[config.mk]
export PLATFORM = sky130hd
export DESIGN_NAME = cic_interpolator
export DESIGN_NICKNAME = d
export VERILOG_FILES = /design/src/rtl/cic_interpolator.sv
export SDC_FILE = /design/constraint.sdc
export NUM_CORES = 2
export LEC_CHECK = 0
export CORE_MARGIN = 1.5
export CORE_UTILIZATION = 50
export CTS_BUF_LIST = sky130_fd_sc_hd__clkbuf_8 sky130_fd_sc_hd__clkbuf_16
export CTS_CLUSTER_SIZE = 30
export DETAILED_ROUTE_END_ITERATION = 16
export PLACE_DENSITY = 0.72
export SLEW_MARGIN = 10
export SYNTH_ARGS = -nofsm -noshare
export SYNTH_HDL_FRONTEND = slang
export SYNTH_SLANG_ARGS = --single-unit
[constraint.sdc]
create_clock -name clk -period 3.5 [get_ports clk]
set_clock_uncertainty 0.2 [all_clocks]
set_input_delay 0.875 -clock clk [delete_from_list [all_inputs] [get_ports clk]]
set_output_delay 0.875 -clock clk [all_outputs]
set_load 0.01 [all_outputs]
[src/rtl/cic_interpolator.sv]
module cic_interpolator #(
  parameter int IN_W   = 24,
  parameter int STAGES = 9,
  parameter int RATE   = 8
) (
  input  logic                   clk,
  input  logic                   rst,
  input  logic                   in_valid,
  output logic                   in_ready,
  input  logic signed [IN_W-1:0] in_data,
  output logic                   out_valid,
  output logic signed [IN_W+(STAGES-1)*$clog2(RATE)-1:0] out_data
);
  localparam int PH_W  = $clog2(RATE);
  localparam int OUT_W = IN_W + (STAGES-1)*PH_W;

  logic [PH_W-1:0]          phase;
  logic [STAGES-1:0]        cv_q;
  logic [STAGES:0]          cv;
  logic signed [IN_W-1:0]   sample;
  logic signed [OUT_W-1:0]  stuffed;

  assign in_ready = (phase == '0);
  assign sample   = in_valid ? in_data : '0;
  assign cv       = {cv_q, in_ready};

  always_ff @(posedge clk) begin
    if (rst) begin
      phase     <= '0;
      cv_q      <= '0;
      out_valid <= 1'b0;
    end else begin
      phase     <= (phase == PH_W'(RATE-1)) ? '0 : phase + 1'b1;
      cv_q      <= cv[STAGES-1:0];
      out_valid <= 1'b1;
    end
  end

  for (genvar k = 1; k <= STAGES; k++) begin : g_comb
    localparam int W = IN_W + k;
    logic signed [W-2:0] xin;
    logic signed [W-2:0] dly;
    logic signed [W-1:0] y;
    if (k == 1) begin : g_src
      assign xin = sample;
    end else begin : g_prev
      assign xin = g_comb[k-1].y;
    end
    always_ff @(posedge clk) begin
      if (rst) begin
        dly <= '0;
        y   <= '0;
      end else if (cv[k-1]) begin
        dly <= xin;
        y   <= W'(xin) - W'(dly);
      end
    end
  end

  assign stuffed = cv[STAGES] ? OUT_W'(g_comb[STAGES].y) : '0;

  for (genvar k = 1; k <= STAGES; k++) begin : g_int
    logic signed [OUT_W-1:0] src;
    logic signed [OUT_W-1:0] acc;
    if (k == 1) begin : g_src
      assign src = stuffed;
    end else begin : g_prev
      assign src = g_int[k-1].acc;
    end
    always_ff @(posedge clk) begin
      if (rst) acc <= '0;
      else     acc <= acc + src;
    end
  end

  assign out_data = g_int[STAGES].acc;
endmodule

==> results.md <==
* Outcome: finished with violations
* Violations in the final reports: negative setup slack
* Drt via density at 5.64
* Post-DP HPWL at 126,000 um
* Fraction of final layout cells sized beyond drive strength 1 at 13.3%
* First-pass GRT wire length at 274,000 um
* Chip width at ~360 um
* Clock Latency Late Sink at 0.74 ns
* Count of maximum capacitance violations at 0
* Cell types occupying the most area after synthesis: sky130_fd_sc_hd__dfxtp_1 30%, sky130_fd_sc_hd__ha_1 13%, sky130_fd_sc_hd__nor2_1 6.9%, sky130_fd_sc_hd__mux2i_1 5.5%, sky130_fd_sc_hd__a21oi_1 5.4%
* Inserted Clock Buffers at around 110
* Synthesis-to-finish area growth at 18.3%
* Post-synthesis instance area at 64,300 sq um
* Worst setup path startpoint: g_int[6].acc[0]
* Async set-or-reset flop fraction in the synthesized netlist at 0%
* Starting density of the core at between 50% and 60%
* Proportion of netlist area held by the largest area contributor at 29.8%
* H-tree depth reported by CTS at 3
* Mean instance size in the synthesized netlist at 8.10 sq um
* Largest net degree at the start of global routing at 156
* Final worst-path cycle share at 104%
* Sequential area share after synthesis at 29.8%
* Maximum buffer depth of the clock tree at 3
* Post-place instance area at 70,300 sq um
* Worst Hold Class: register to register
* CP Capture Type: register
* Antenna cells at 0
* Number of different library cells in the post-synthesis netlist at 98
* DR pass1 iterations at 5
* Number of enable flip-flop cells after synthesis at 0
* Wire per inst at about 17 um
* Remaining Overflow, GRT at 0
* I/O pins at 77
* Data required time at the worst endpoint at 3.91 ns
* # DRC at 0
* Quantity of I/O buffers inserted on ports at 76
* Number of antenna violations at the first check in global routing at 0
* Drt first-iter violations at 3,648
* Maximum vdd ir drop at between 0.6 and 0.7 mV
* Gpl congestion at 0.904
* Max Clock Freq at 274 MHz
* Category of the critical setup timing path: register to register
* Startpoint class of the critical path: register
* Leading area contributor after synthesis: sky130_fd_sc_hd__dfxtp_1
* Source of the worst hold timing path: g_comb[1].dly[10]
* Number of warnings issued by yosys at 0
* Post-Route Utilization at 59.7%
* Final net count at 9,133
* Most used standard cell by instance count after synthesis: sky130_fd_sc_hd__nor2_1
* Leakage at 33.5 nW
* Clock Tree Root: sky130_fd_sc_hd__clkbuf_16
* Worst-path clk slew at 0.06 ns
* Area of the placeable core at 128,000 sq um
* Total GRT Usage at approximately a quarter
* Count of antenna-violating nets left after detailed routing at 0
* Die ar. at 131,000 sq um
* Sink Count at between 900 and 1,000
* Instance count of the mapped netlist at 7,938
* Number of placement rows at 131
* Vias after detailed routing at about 57,000
* Post-route setup slack at -0.152 ns
* Data arrival at the endpoint of the critical path at 4.06 ns
* Commonest cells in the synthesized netlist: 1,182 x sky130_fd_sc_hd__nor2_1, 958 x sky130_fd_sc_hd__dfxtp_1, 699 x sky130_fd_sc_hd__a21oi_1, 678 x sky130_fd_sc_hd__ha_1, 512 x sky130_fd_sc_hd__nand2_1
* Post-route minimum period at 3.65 ns
* Count of final setup violators at 7
* Final-layout worst hold slack at roughly 0.25 ns
* Normalized max-slew margin at 30.4%
* Reg-to-Reg Start: g_int[6].acc[0]
* Total Wirelength at 168,000 um
* Number of synthesized register bits at 958
* Net Count, Synth at approximately 8,700
* Number of hold violations in the final report at 0
* Setup_tns at -0.505 ns
* Design Area, Final at 76,100 sq um
* Hold buffers post-CTS at 0
* Max Fanout on Critical Path at 3
* Most used flip-flop cell after synthesis: sky130_fd_sc_hd__dfxtp_1
* Transition time of the tightest slew-check pin at 1.04 ns
* Setup repair after global routing missed its margin: true
* Die Height at ~360 um
* TritonCTS clock tree: yes
* Number of pins with negative max-slew slack in the final report at 0
* Power density over the cells at 383 nW/um^2
* Via count of the first global-routing pass at 54,982
-- layout make-up --
class | instances | area, sq um
multi-input cells | 6237 | 44100
inverters | 427 | 1600
well taps | 1662 | 2080
fillers | 11299 | 51400
flip-flops and latches | 958 | 19200
clock inverters | 70 | 662
repair buffers | 678 | 5400
clock buffers | 129 | 3010
-- cell families after synthesis --
family          after synthesis  synth area share (%)
simple gates               2516                  17.6
compound gates             2095                  21.1
xor+xnor                    567                  7.72
fa+ha+maj                   696                  13.8
buf+inv                     743                  4.35
flops                       958                  29.8
mux                         363                  5.67
-- critical path, stage by stage (launching register included) --
cell and delay, ns:
sky130_fd_sc_hd__dfxtp_2 0.34, sky130_fd_sc_hd__ha_4 0.16, sky130_fd_sc_hd__fa_2 0.33, sky130_fd_sc_hd__a21o_1 0.18, sky130_fd_sc_hd__a21oi_2 0.17, sky130_fd_sc_hd__nand2b_4 0.15, sky130_fd_sc_hd__o211ai_1 0.21, sky130_fd_sc_hd__a211o_1 0.39
sky130_fd_sc_hd__a21o_1 0.25, sky130_fd_sc_hd__a211o_1 0.31, sky130_fd_sc_hd__a21oi_2 0.16, sky130_fd_sc_hd__nor2_2 0.07, sky130_fd_sc_hd__a311oi_2 0.25, sky130_fd_sc_hd__mux2_1 0.34
-- routing by layer --
| metal | track usage [%] | share of wire, % |
|---|---|---|
| met1 | 32.7 | 47 |
| met2 | 41.9 | 46 |
| met3 | 3.16 | 4.1 |
| met4 | 7.38 | 2.8 |
| met5 | 0 | 0 |
-- stage by stage --
stage,setup WS [ns],power [mW],std cells
6_report,-0.152,29.1,10161
5_1_grt,-0.251,30.4,10161
4_1_cts,-0.193,29.1,10127
3_5_place_dp,-0.870,17.3,9916
3_3_place_gp,-0.835,17.2,9916
2_1_floorplan,-0.0230,15.6,7938
-- worst paths after layout --
path	endpoint	slack [ns]	cells past startpoint
setup reg to reg	g_int[6].acc[46]	-0.15	13
setup / recovery	g_int[6].acc[46]	-0.15	13
hold reg to reg	g_comb[1].dly[10]	0.25	2
hold / removal	g_comb[1].dly[10]	0.25	2
-- cell usage in the layout, fill, tap and decap left out, types with 21 or more instances in the layout --
master and instances:
sky130_fd_sc_hd__o21ai_2 26, sky130_fd_sc_hd__xnor2_1 348, sky130_fd_sc_hd__a31o_2 21, sky130_fd_sc_hd__clkinv_2 24
sky130_fd_sc_hd__nor4_1 26, sky130_fd_sc_hd__o21ai_1 50, sky130_fd_sc_hd__a21oi_1 652, sky130_fd_sc_hd__a211oi_1 78
sky130_fd_sc_hd__nor3_1 116, sky130_fd_sc_hd__a21o_1 377, sky130_fd_sc_hd__nand2_1 509, sky130_fd_sc_hd__nand3_1 129
sky130_fd_sc_hd__o211ai_1 23, sky130_fd_sc_hd__o21a_1 67, sky130_fd_sc_hd__ha_1 657, sky130_fd_sc_hd__o21ai_0 246
sky130_fd_sc_hd__clkbuf_16 110, sky130_fd_sc_hd__buf_4 583, sky130_fd_sc_hd__o31ai_1 27, sky130_fd_sc_hd__or3_1 34
sky130_fd_sc_hd__xor2_1 216, sky130_fd_sc_hd__nand2b_1 75, sky130_fd_sc_hd__nand4_1 98, sky130_fd_sc_hd__a211oi_2 23
sky130_fd_sc_hd__o21bai_1 92, sky130_fd_sc_hd__clkdlybuf4s50_1 74, sky130_fd_sc_hd__and2_1 76, sky130_fd_sc_hd__inv_1 446
sky130_fd_sc_hd__a31oi_1 60, sky130_fd_sc_hd__mux2i_1 354, sky130_fd_sc_hd__nor2_1 1179, sky130_fd_sc_hd__nor2b_1 115
sky130_fd_sc_hd__dfxtp_1 935, sky130_fd_sc_hd__and3_1 48, sky130_fd_sc_hd__a21oi_2 48
-- what timing repair did --
item,in CTS,in global routing
pin swaps,56,154
setup buffers,11,35
endpoints found under the setup margin,92,160
resized for setup,115,259
cloned,1,0
-- registers in the layout, indices dropped and copies added, names as in the netlist --
name        cells
g_comb.y      261
phase           3
g_int.acc     384
out_valid       1
out_data       48
g_comb.dly    252
cv_q            9
-- power by group --
part	switching, mW	internal [mW]	total, mW
combinational	3.14	2.78	5.92
sequential	0.294	11.2	11.5
clock	4.87	6.84	11.7
total	8.31	20.8	29.1
(Power assumes the default switching activity.)
